--- config.mk ---
export PLATFORM = sky130hd
export DESIGN_NAME = cmpl_detect
export DESIGN_NICKNAME = d
export VERILOG_FILES = /design/src/rtl/cmpl_pkg.sv /design/src/rtl/cmpl_hdr_decode.sv /design/src/rtl/cmpl_slot_track.sv /design/src/rtl/cmpl_branch_track.sv /design/src/rtl/cmpl_detect.sv
export SDC_FILE = /design/constraint.sdc
export NUM_CORES = 1
export LEC_CHECK = 0
export ABC_CLOCK_PERIOD_IN_PS = 2750
export BUFFER_PORTS_ARGS = -buffer_cell sky130_fd_sc_hd__buf_2
export CAP_MARGIN = 20
export CORE_MARGIN = 10
export CORE_UTILIZATION = 42
export DETAILED_ROUTE_END_ITERATION = 12
export PLACE_DENSITY = 0.86
export SKIP_LAST_GASP = 1
export SLEW_MARGIN = 10
export SYNTH_ARGS = -nofsm -noshare
export SYNTH_HDL_FRONTEND = slang
export SYNTH_SLANG_ARGS = --single-unit
--- constraint.sdc ---
create_clock -name clk -period 2.75 [get_ports clk]
set_input_delay 0.275 -clock clk [delete_from_list [all_inputs] [get_ports clk]]
set_output_delay 0.275 -clock clk [all_outputs]
set_load 0.02 [all_outputs]
--- src/rtl/cmpl_pkg.sv ---
// Shared constants for the block completion detector.
// Assumes a 32-entry store identifier space and 32 write-header slots.
package cmpl_pkg;
    localparam int LSID_N    = 32;
    localparam int WSLOT_N   = 32;
    localparam int WENT_W    = 6;
    localparam int WENT_VLD  = 5;
endpackage

--- src/rtl/cmpl_hdr_decode.sv ---
// Extracts the valid flag of each write-header entry into a slot vector.
// Assumes entries packed back to back, entry i at bits [i*ENT_W +: ENT_W].
module cmpl_hdr_decode #(
    parameter int SLOTS = 32,
    parameter int ENT_W = 6,
    parameter int VLD_B = 5
) (
    input  logic [SLOTS*ENT_W-1:0] hdr_i,
    output logic [SLOTS-1:0]       valid_o
);
    localparam int IDX_W = ENT_W - 1;

    logic [SLOTS*IDX_W-1:0] unused_idx_bits;
    logic                   unused_idx;

    // Split each entry into its valid flag and its (unused here) index bits.
    for (genvar i = 0; i < SLOTS; i++) begin : g_ent
        assign valid_o[i] = hdr_i[i*ENT_W + VLD_B];
        assign unused_idx_bits[i*IDX_W +: IDX_W] = hdr_i[i*ENT_W +: IDX_W];
    end

    assign unused_idx = ^unused_idx_bits;
endmodule

--- src/rtl/cmpl_slot_track.sv ---
// Pending-bit vector for one class of outputs (stores or register writes).
// Loaded with the expected set, cleared bit by bit as events arrive.
// Assumes at most one event per cycle on its port; flush and load mask events.
module cmpl_slot_track #(
    parameter int N = 32,
    localparam int IDW = $clog2(N)
) (
    input  logic           clk,
    input  logic           rst_n,
    input  logic           flush_i,
    input  logic           done_i,
    input  logic           load_i,
    input  logic [N-1:0]   init_i,
    input  logic           ev_vld_i,
    input  logic [IDW-1:0] ev_id_i,
    output logic           empty_o,
    output logic           bad_o
);
    logic [N-1:0] pend_q;
    logic         ev_live;

    // An event counts only outside flush and load cycles.
    assign ev_live = ev_vld_i && !flush_i && !load_i;
    // An event for a bit that is not outstanding is a protocol error.
    assign bad_o   = ev_live && !pend_q[ev_id_i];
    assign empty_o = (pend_q == '0);

    // Pending vector update: clear, load, or retire one bit.
    always_ff @(posedge clk) begin
        if (!rst_n || flush_i || done_i) begin
            pend_q <= '0;
        end else if (load_i) begin
            pend_q <= init_i;
        end else if (ev_live && pend_q[ev_id_i]) begin
            pend_q[ev_id_i] <= 1'b0;
        end
    end

    // an accepted event retires exactly its own bit.
    p_retire_r2: assert property (@(posedge clk) disable iff (!rst_n)
        (ev_vld_i && !bad_o && !flush_i && !done_i && !load_i)
        |=> !pend_q[$past(ev_id_i)]);

    // a rejected event leaves the vector untouched.
    p_bad_stable_r6: assert property (@(posedge clk) disable iff (!rst_n)
        (bad_o && !flush_i && !done_i && !load_i) |=> $stable(pend_q));
endmodule

--- src/rtl/cmpl_branch_track.sv ---
// Tracks the single branch a block must emit.
// Assumes the caller reports whether a block is active.
module cmpl_branch_track (
    input  logic clk,
    input  logic rst_n,
    input  logic flush_i,
    input  logic done_i,
    input  logic load_i,
    input  logic active_i,
    input  logic br_vld_i,
    output logic seen_o,
    output logic bad_o
);
    logic seen_q;
    logic br_live;

    assign br_live = br_vld_i && !flush_i && !load_i;
    // A branch with none expected (idle, or already seen) is an error.
    assign bad_o   = br_live && (seen_q || !active_i);
    assign seen_o  = seen_q;

    // Branch-received flag.
    always_ff @(posedge clk) begin
        if (!rst_n || flush_i || done_i || load_i) begin
            seen_q <= 1'b0;
        end else if (br_live && !seen_q && active_i) begin
            seen_q <= 1'b1;
        end
    end

    // once seen, the flag holds until cleared by flush, load or done.
    p_seen_hold_r7: assert property (@(posedge clk) disable iff (!rst_n)
        (seen_q && !flush_i && !done_i && !load_i) |=> seen_q);
endmodule

--- src/rtl/cmpl_detect.sv ---
// Block completion detector top. Loads expected stores, writes and one
// branch at block start, crosses them off as events arrive and pulses
// done_o one cycle after the last one. Assumes one block in flight.
module cmpl_detect
    import cmpl_pkg::*;
(
    input  logic                      clk,
    input  logic                      rst_n,
    input  logic                      blk_load_i,
    input  logic [LSID_N-1:0]         st_mask_i,
    input  logic [WSLOT_N*WENT_W-1:0] wr_hdr_i,
    input  logic                      flush_i,
    input  logic                      st_vld_i,
    input  logic [$clog2(LSID_N)-1:0] st_lsid_i,
    input  logic                      wr_vld_i,
    input  logic [$clog2(WSLOT_N)-1:0] wr_slot_i,
    input  logic                      br_vld_i,
    output logic                      done_o,
    output logic                      proto_err_o
);
    logic [WSLOT_N-1:0] wr_init;
    logic st_empty, wr_empty, br_seen;
    logic st_bad, wr_bad, br_bad;
    logic load_eff, fire;
    logic active_q, done_q, err_q;

    assign load_eff = blk_load_i && !flush_i;
    // Completion: running, nothing outstanding, branch in, no override.
    assign fire = active_q && st_empty && wr_empty && br_seen
                  && !flush_i && !blk_load_i;

    cmpl_hdr_decode #(.SLOTS(WSLOT_N), .ENT_W(WENT_W), .VLD_B(WENT_VLD)) u_dec (
        .hdr_i   (wr_hdr_i),
        .valid_o (wr_init)
    );

    cmpl_slot_track #(.N(LSID_N)) u_st (
        .clk(clk), .rst_n(rst_n), .flush_i(flush_i), .done_i(fire),
        .load_i(load_eff), .init_i(st_mask_i),
        .ev_vld_i(st_vld_i), .ev_id_i(st_lsid_i),
        .empty_o(st_empty), .bad_o(st_bad)
    );

    cmpl_slot_track #(.N(WSLOT_N)) u_wr (
        .clk(clk), .rst_n(rst_n), .flush_i(flush_i), .done_i(fire),
        .load_i(load_eff), .init_i(wr_init),
        .ev_vld_i(wr_vld_i), .ev_id_i(wr_slot_i),
        .empty_o(wr_empty), .bad_o(wr_bad)
    );

    cmpl_branch_track u_br (
        .clk(clk), .rst_n(rst_n), .flush_i(flush_i), .done_i(fire),
        .load_i(load_eff), .active_i(active_q), .br_vld_i(br_vld_i),
        .seen_o(br_seen), .bad_o(br_bad)
    );

    // Block-in-flight flag: set by load, dropped by flush or completion.
    always_ff @(posedge clk) begin
        if (!rst_n || flush_i) begin
            active_q <= 1'b0;
        end else if (blk_load_i) begin
            active_q <= 1'b1;
        end else if (fire) begin
            active_q <= 1'b0;
        end
    end

    // Registered output pulses.
    always_ff @(posedge clk) begin
        if (!rst_n) begin
            done_q <= 1'b0;
            err_q  <= 1'b0;
        end else begin
            done_q <= fire;
            err_q  <= st_bad || wr_bad || br_bad;
        end
    end

    assign done_o      = done_q;
    assign proto_err_o = err_q;

    // done is a single-cycle pulse.
    p_done_pulse_r4: assert property (@(posedge clk) disable iff (!rst_n)
        done_o |=> !done_o);

    // while done is high nothing is left outstanding.
    p_done_empty_r4: assert property (@(posedge clk) disable iff (!rst_n)
        done_o |-> (st_empty && wr_empty));

    // a flush cycle is followed by neither done nor error.
    p_flush_quiet_r8: assert property (@(posedge clk) disable iff (!rst_n)
        flush_i |=> (!done_o && !proto_err_o));

    // a load cycle never produces an error.
    p_load_no_err_r9: assert property (@(posedge clk) disable iff (!rst_n)
        blk_load_i |=> !proto_err_o);
endmodule

==> run_results.csv, run 1 <==
group,metric,value,unit
timing,timing.final.crit_share,84.6,%
final_layout,final_cell_mix,"82 x buf_2, 68 x dfxtp_1, 65 x nand3_1",
critical_path,path_buf_inv,1,
placement,place_worst_setup_slack,0.308,ns
worst_hold_path,hold_end,"u_st.pend_q[7]$_SDFFE_PP0P_",
detailed_routing,viasPerCell,6.58,
timing,setup_viol,0,
grt,track_usage,17.5,%
clock_tree,post-cts-setup-buffers,0,
clock_tree,cts_sinks,68,
timing,holdWs,0.125,ns
detailed_routing,final_antenna_net_count,0,
grt,grt_overflow_total,0,
floorplan,die_area,12700,µm²
critical_path,rr_worst_depth,7,
synth,syn_inst,375,
detailed_routing,drt_wl_total,11.7,mm
final_layout,fin_area,4220,µm²
synth,yosysSeqAreaShare,37.8,%
clock_tree,clkTransAtPathRegs,0.07,ns
final_layout,final_common_cell,"buf_2",
final_layout,regArea,1360,µm²
floorplan,num_rows,33,
run_status,outcome,"completed",
flow_run,maxCapViolations,0,
final_layout,fin_nets,689,
timing,slew_violations,0,
critical_path,worstPathCellList,"nor4_1 > nand4_1 > nor4_2 > a211oi_1 > and2_2 > buf_4 > a32o_1",
detailed_routing,vias,3671,
critical_path,crit_family,"simple AND/OR/NAND/NOR gates",
critical_path,reg2reg_to,"u_st.pend_q[31]$_SDFFE_PP0P_",
floorplan,coreArea,8260,µm²
clock_tree,clk_path_buf_depth,2,
clock_tree,tritoncts,"built",
power_and_ir_drop,power_density,507,nW/µm²
grt,grt_pass1_wl,18.5,mm
critical_path,start_kind,"flop",
worst_hold_path,hold_class,"in -> reg",
power_and_ir_drop,irDropWorstVdd,0.401,mV
timing,rsz0062_at_grt,"false",
detailed_routing,drc,0,
detailed_routing,wl_per_cell,20.9,µm
placement,dp_hpwl,8.60,mm
floorplan,die_w,113,µm
clock_tree,worst_skew_pair.late_latency,0.35,ns
detailed_routing,dr.pass1.iters,5,
final_layout,fillers,795,
critical_path,critPathMaxStageDelay,0.45,ns
synth,ys_ff_latch,68,
timing,period_minus_slack,2.33,ns
power_and_ir_drop,power_leakage,0.00158,µW
timing,tightest_slew,0.787,ns
placement,gp_congestion,0.938,
timing,relSlewSlack,47.3,%
timing,fin_skew,0.0101,ns
grt,grt_pass1_vias,3669,
synth,synth_cell_types,47,
synth,yosys_warnings,0,
critical_path,end_kind,"flop",
detailed_routing,first_iter_violations,298,
grt,antenna_found_initial,0,
clock_tree,ctsHoldBuffers,0,
critical_path,crit_arrival,2.56,ns
timing,fmax,0.430,GHz
timing,setup_tns,0,ns
clock_tree,numCtsBuffers,9,
synth,syn_avg_cell_area,9.59,µm²
synth,netlist_area,3600,µm²
final_layout,syn_to_final_growth,17.2,%
grt,grt_max_degree,40,
synth,synthArstFlopShare,0,%
clock_tree,h-tree-depth,3,
synth,synth_nets,616,
floorplan,io_pins,243,
timing,final_hold_viol_count,0,
critical_path,required,2.99,ns
final_layout,multi_input_area,2000,µm²
floorplan,start_util,43.6,%
placement,placed_area,4030,µm²
critical_path,reg2reg_slack,0.42,ns
timing,timing.final.ws_setup,0.422,ns
synth,synthFlopType,"dfxtp_1",
clock_tree,cts-resized-gates,0,
placement,io_buffers,82,
synth,synth_edf_count,0,
final_layout,antenna_cells,0,
critical_path,critical_path_class,"reg -> reg",
critical_path,crit_fanout,39,
critical_path,slowest_stage,"nor4_1",
final_layout,drive_gt1_share,28.3,%
worst_hold_path,hp-start,"st_mask_i[7]",
critical_path,r2r-start,"u_wr.pend_q[13]$_SDFFE_PP0P_",
floorplan,die_h,113,µm
worst_hold_path,hold_depth,2,
clock_tree,clockRootBuffer,"clkbuf_8",
[sequential cells by signal (all words and copies together) (netlist names)]
register,count
u_st.pend_q,32
done_o,1
u_br.seen_o,1
proto_err_o,1
u_wr.pend_q,32
active_q,1
[routing by layer]
layer  up-vias  routed length (µm)  track usage (%)
met5         -                   0                0
met4         0                 153             4.91
met3        21                1180             6.07
met2       212                5560             28.6
met1      1776                4760             21.2
li1       1662                   -                -
[Yosys cell counts, types with 2 or more instances]
master,instances,share of area [%]
mux2_1,4,1.3
and2_1,2,0.35
or3_1,2,0.35
or2_2,2,0.35
clkbuf_1,12,1.3
mux2i_1,25,7.0
o22ai_1,5,0.87
nand2_1,7,0.73
and3_1,3,0.52
buf_2,12,1.7
a21oi_1,2,0.28
o221ai_1,3,0.73
nor4_1,17,3.0
a211oi_1,2,0.42
nand3_1,65,9.0
nand4_1,7,1.2
nand2b_1,5,0.87
nor2_1,16,1.7
o211ai_1,2,0.42
dfxtp_1,68,38
inv_1,7,0.73
a32o_1,64,18
o211ai_2,2,0.70
buf_6,7,2.2
buf_4,2,0.42
nor2b_1,2,0.35
a2111oi_2,2,0.83
nor3b_2,3,1.0
nor3_1,6,0.83
nand3b_1,2,0.42
[power by group]
| part | total [µW] | internal (µW) | switching (µW) |
|---|---|---|---|
| Clock | 781 | 411 | 370 |
| Combinational | 312 | 131 | 182 |
| Sequential | 1050 | 1020 | 28.1 |
| Total | 2140 | 1560 | 580 |
[worst max-delay path by stage]
stage | start | end | cells past startpoint
2_1_floorplan | wr_slot_i[4] | u_wr.pend_q[26]$_SDFFE_PP0P_ | 8
3_3_place_gp | st_lsid_i[0] | u_st.pend_q[17]$_SDFFE_PP0P_ | 8
3_5_place_dp | st_lsid_i[0] | u_st.pend_q[17]$_SDFFE_PP0P_ | 8
4_1_cts | u_wr.pend_q[20]$_SDFFE_PP0P_ | u_wr.pend_q[5]$_SDFFE_PP0P_ | 7
5_1_grt | u_st.pend_q[23]$_SDFFE_PP0P_ | u_wr.pend_q[14]$_SDFFE_PP0P_ | 7
6_report | u_wr.pend_q[13]$_SDFFE_PP0P_ | u_st.pend_q[31]$_SDFFE_PP0P_ | 7
[logic make-up after synthesis]
logic type      count (synthesis)  share of synthesized area [%]
simple gates                  145                           22.4
compound gates                 90                           23.9
flops                          68                           37.8
buf+inv                        41                           6.68
mux                            31                           9.15
[per-stage QoR]
step,utilization (%),cells,total power [µW]
final,51.0,558,2140
after global routing,51.0,558,2220
after CTS,51.0,558,2140
after detailed placement,48.8,542,1370
after global placement,48.8,542,1360
after floorplan,-,375,1260
[area by class of cell]
class / instances / share of cell area [%]
repair buffers: 96 / 12.2
inverters: 7 / 0.623
well taps: 105 / 3.12
flip-flops and latches: 68 / 32.3
clock buffers: 10 / 3.03
multi-input cells: 266 / 47.4
clock inverters: 6 / 1.31
No activity file was read; power rests on OpenSTA's default activity.
==> run 2, diff against run 1 <==
--- a/config.mk
+++ b/config.mk
@@ -5,13 +5,14 @@
 export SDC_FILE = /design/constraint.sdc
 export NUM_CORES = 1
 export LEC_CHECK = 0
-export ABC_CLOCK_PERIOD_IN_PS = 2750
+export ABC_AREA = 1
+export ABC_CLOCK_PERIOD_IN_PS = 2100
 export BUFFER_PORTS_ARGS = -buffer_cell sky130_fd_sc_hd__buf_2
 export CAP_MARGIN = 20
 export CORE_MARGIN = 10
-export CORE_UTILIZATION = 42
+export CORE_UTILIZATION = 41
 export DETAILED_ROUTE_END_ITERATION = 12
-export PLACE_DENSITY = 0.86
+export PLACE_DENSITY = 0.82
 export SKIP_LAST_GASP = 1
 export SLEW_MARGIN = 10
 export SYNTH_ARGS = -nofsm -noshare
==> constraint.sdc (replaced) <==
create_clock -name clk -period 2.1 [get_ports clk]
set_input_delay 0.21 -clock clk [delete_from_list [all_inputs] [get_ports clk]]
set_output_delay 0.21 -clock clk [all_outputs]
set_load 0.02 [all_outputs]
==> run 2 against run 1 <==
Effect of this change: total power rose by 28%; synthesized cell count rose by 120%; flip-flop and latch count did not move; wire length rose by 7.1%; setup slack got worse by 0.024 ns; global-route usage fell by 1.5 points; combinational power rose by 38%; die area rose by 23%; sequential power rose by 27%; fmax rose by 37%; critical path type unchanged.
==> run_results.csv, run 2 <==
group,metric,value,unit
synth,synth_nets,1069,
placement,dp_hpwl,9.37,mm
clock_tree,clkTransAtPathRegs,0.07,ns
synth,yosysMostFrequentCell,"nand2_1",
final_layout,final_cell_mix,"296 x nand2_1, 144 x nor2_1, 93 x inv_1",
synth,synth_top_family_by_area,"simple AND/OR/NAND/NOR gates",
detailed_routing,first_iter_violations,421,
worst_hold_path,hold_class,"in -> reg",
final_layout,syn_to_final_growth,15.6,%
synth,synth_common_cells,"296 x nand2_1, 146 x nor2_1, 93 x inv_1",
critical_path,required,2.34,ns
synth,synth_compound_area_share,8.41,%
timing,setup_tns,0,ns
timing,slew_violations,0,
grt,grt_overflow_total,0,
detailed_routing,vias,4988,
worst_hold_path,hold_depth,3,
synth,yosys.area.top_type_share,30.3,%
detailed_routing,wl_per_cell,12.0,µm
critical_path,critPathMaxStageDelay,0.35,ns
synth,synthFlopType,"dfxtp_1",
timing,fin_skew,0.00654,ns
synth,netlist_area,4490,µm²
detailed_routing,dr.pass1.iters,5,
detailed_routing,drt_wl_total,12.5,mm
critical_path,r2r-start,"u_wr.pend_q[10]$_SDFFE_PP0P_",
final_layout,fin_nets,1135,
floorplan,die_h,125,µm
clock_tree,clk_path_buf_depth,2,
critical_path,start_kind,"flop",
clock_tree,h-tree-depth,3,
critical_path,crit_arrival,1.94,ns
synth,synth_top_area_cell,"dfxtp_1",
synth,synth_area_leaders,"dfxtp_1 30%, nand2_1 25%, nor2_1 12%",
detailed_routing,final_antenna_net_count,0,
synth,synth-simple-area-share,49.1,%
final_layout,top_regs,"u_st.pend_q x32, u_wr.pend_q x32",
critical_path,reg2reg_to,"u_st.pend_q[28]$_SDFFE_PP0P_",
worst_hold_path,hp-start,"rst_n",
grt,antenna_found_initial,1,
critical_path,end_kind,"flop",
clock_tree,post-cts-setup-buffers,0,
synth,synth-adder-area-share,0,%
power_and_ir_drop,irDropWorstVdd,0.380,mV
grt,grt_pass1_wl,21.2,mm
timing,tightest_slew,0.373,ns
clock_tree,numCtsBuffers,9,
timing,relSlewSlack,75.1,%
clock_tree,cts-resized-gates,0,
critical_path,rr_worst_depth,7,
final_layout,antenna_cells,0,
clock_tree,cts_sinks,68,
synth,yosysSeqAreaShare,30.3,%
placement,gp_congestion,0.931,
critical_path,critical_path_class,"reg -> reg",
clock_tree,worst_skew_pair.late_latency,0.36,ns
timing,holdWs,0.0835,ns
placement,placed_cells,1023,
clock_tree,clockRootBuffer,"clkbuf_8",
final_layout,stdcell_count,1038,
power_and_ir_drop,power_density,528,nW/µm²
final_layout,final_common_cell,"nand2_1",
floorplan,num_rows,38,
power_and_ir_drop,power_leakage,0.00219,µW
synth,synthMuxAreaShare,0,%
final_layout,drive_gt1_share,12.7,%
placement,io_buffers,82,
critical_path,worstPathCellList,"nor4_1 > nand2_1 > nor2_1 > nand3_1 > nand3_2 > buf_4 > a21oi_1",
synth,ys_ff_latch,68,
grt,grt_pass1_vias,4577,
flow_run,maxCapViolations,0,
synth,synth_cell_types,17,
synth,syn_avg_cell_area,5.43,µm²
critical_path,slowest_stage,"buf_4",
timing,rsz0062_at_grt,"false",
worst_hold_path,hold_end,"done_o$_SDFF_PN0_",
floorplan,die_w,125,µm
detailed_routing,drc,0,
floorplan,io_pins,243,
floorplan,start_util,41.6,%
timing,period_minus_slack,1.70,ns
floorplan,coreArea,10800,µm²
grt,grt_max_degree,86,
synth,synthXorXnorAreaFrac,0,%
grt,track_usage,16.0,%
synth,synthArstFlopShare,0,%
critical_path,crit_fanout,35,
timing,final_hold_viol_count,0,
floorplan,die_area,15500,µm²
timing,setup_viol,0,
critical_path,reg2reg_slack,0.40,ns
detailed_routing,viasPerCell,4.81,
synth,yosys_warnings,0,
synth,syn_inst,828,
clock_tree,tritoncts,"built",
run_status,outcome,"completed",
clock_tree,ctsHoldBuffers,0,
timing,fmax,0.588,GHz
synth,synth_edf_count,0,
timing,timing.final.crit_share,81.0,%
==> run 2: cell count changes in the layout (fill, tap and decap cells not counted), sizes merged, moves of 12 or more <==
cell	previous run	this run
nand2	7	296
a32o	64	0
inv	7	95
nor2	16	146
mux2i	25	0
a21oi	2	65
nor3	6	18
nor4	18	2
==> run 2: worst max-delay path: cells and delay by family, from the launching register on <==
family | cells | cell delay, ns
DFF | 1 | 0.33
AOI/OAI and AO/OA | 1 | 0.08
buffers and inverters | 1 | 0.35
and+or+nand+nor | 5 | 0.80
==> run 2: area by class of cell <==
class,count,area [µm²]
Inverter,97,364
Clock buffer,13,159
Multi-Input combinational cell,622,2600
Clock inverter,2,10.0
Fill cell,1184,5600
Tap cell,140,175
Sequential cell,68,1360
Timing Repair Buffer,96,528
==> run 2: worst max-delay path by stage <==
stage | end | start | depth (start not counted)
finish | u_st.pend_q[28]$_SDFFE_PP0P_ | u_wr.pend_q[10]$_SDFFE_PP0P_ | 7
floorplan | u_st.pend_q[27]$_SDFFE_PP0P_ | u_wr.pend_q[6]$_SDFFE_PP0P_ | 8
global route | u_wr.pend_q[6]$_SDFFE_PP0P_ | u_wr.pend_q[6]$_SDFFE_PP0P_ | 7
detailed placement | u_st.pend_q[29]$_SDFFE_PP0P_ | st_lsid_i[1] | 12
global placement | u_st.pend_q[22]$_SDFFE_PP0P_ | st_lsid_i[1] | 12
CTS | u_st.pend_q[29]$_SDFFE_PP0P_ | u_wr.pend_q[10]$_SDFFE_PP0P_ | 7
==> run 2: metal layers <==
layer  GRT usage [%]  routed length [µm]  part of all wire [%]
met5               0                  13                  0.10
met4            6.17                 213                   1.7
met3            5.02                 900                   7.2
met2            24.0                5410                    43
met1            20.8                5940                    48
==> run 2: cell families (layout without fill, tap and decap cells) <==
kind of cell | after synthesis | in the layout
AOI/OAI and AO/OA | 75 | 75
and+or+nand+nor | 547 | 547
buffers and inverters | 138 | 208
DFF | 68 | 68
==> run 2: power by group <==
group / internal [µW] / leakage [µW] / total [µW] / switching (µW)
Sequential: 1320 / 0.000551 / 1330 / 15.4
Combinational: 148 / 0.00155 / 431 / 284
Clock: 483 / 0.0000893 / 977 / 493
Total: 1950 / 0.00219 / 2740 / 792
==> run 2: per-stage QoR <==
stage | instance area [µm²] | total power, µW | utilization, % | worst slack (ns)
global placement | 5030 | 1790 | 46.6 | 0.327
finish | 5190 | 2740 | 48.1 | 0.398
detailed placement | 5030 | 1790 | 46.6 | 0.285
floorplan | 4490 | 1630 | - | 0.575
global route | 5190 | 2870 | 48.1 | 0.253
CTS | 5190 | 2760 | 48.1 | 0.385
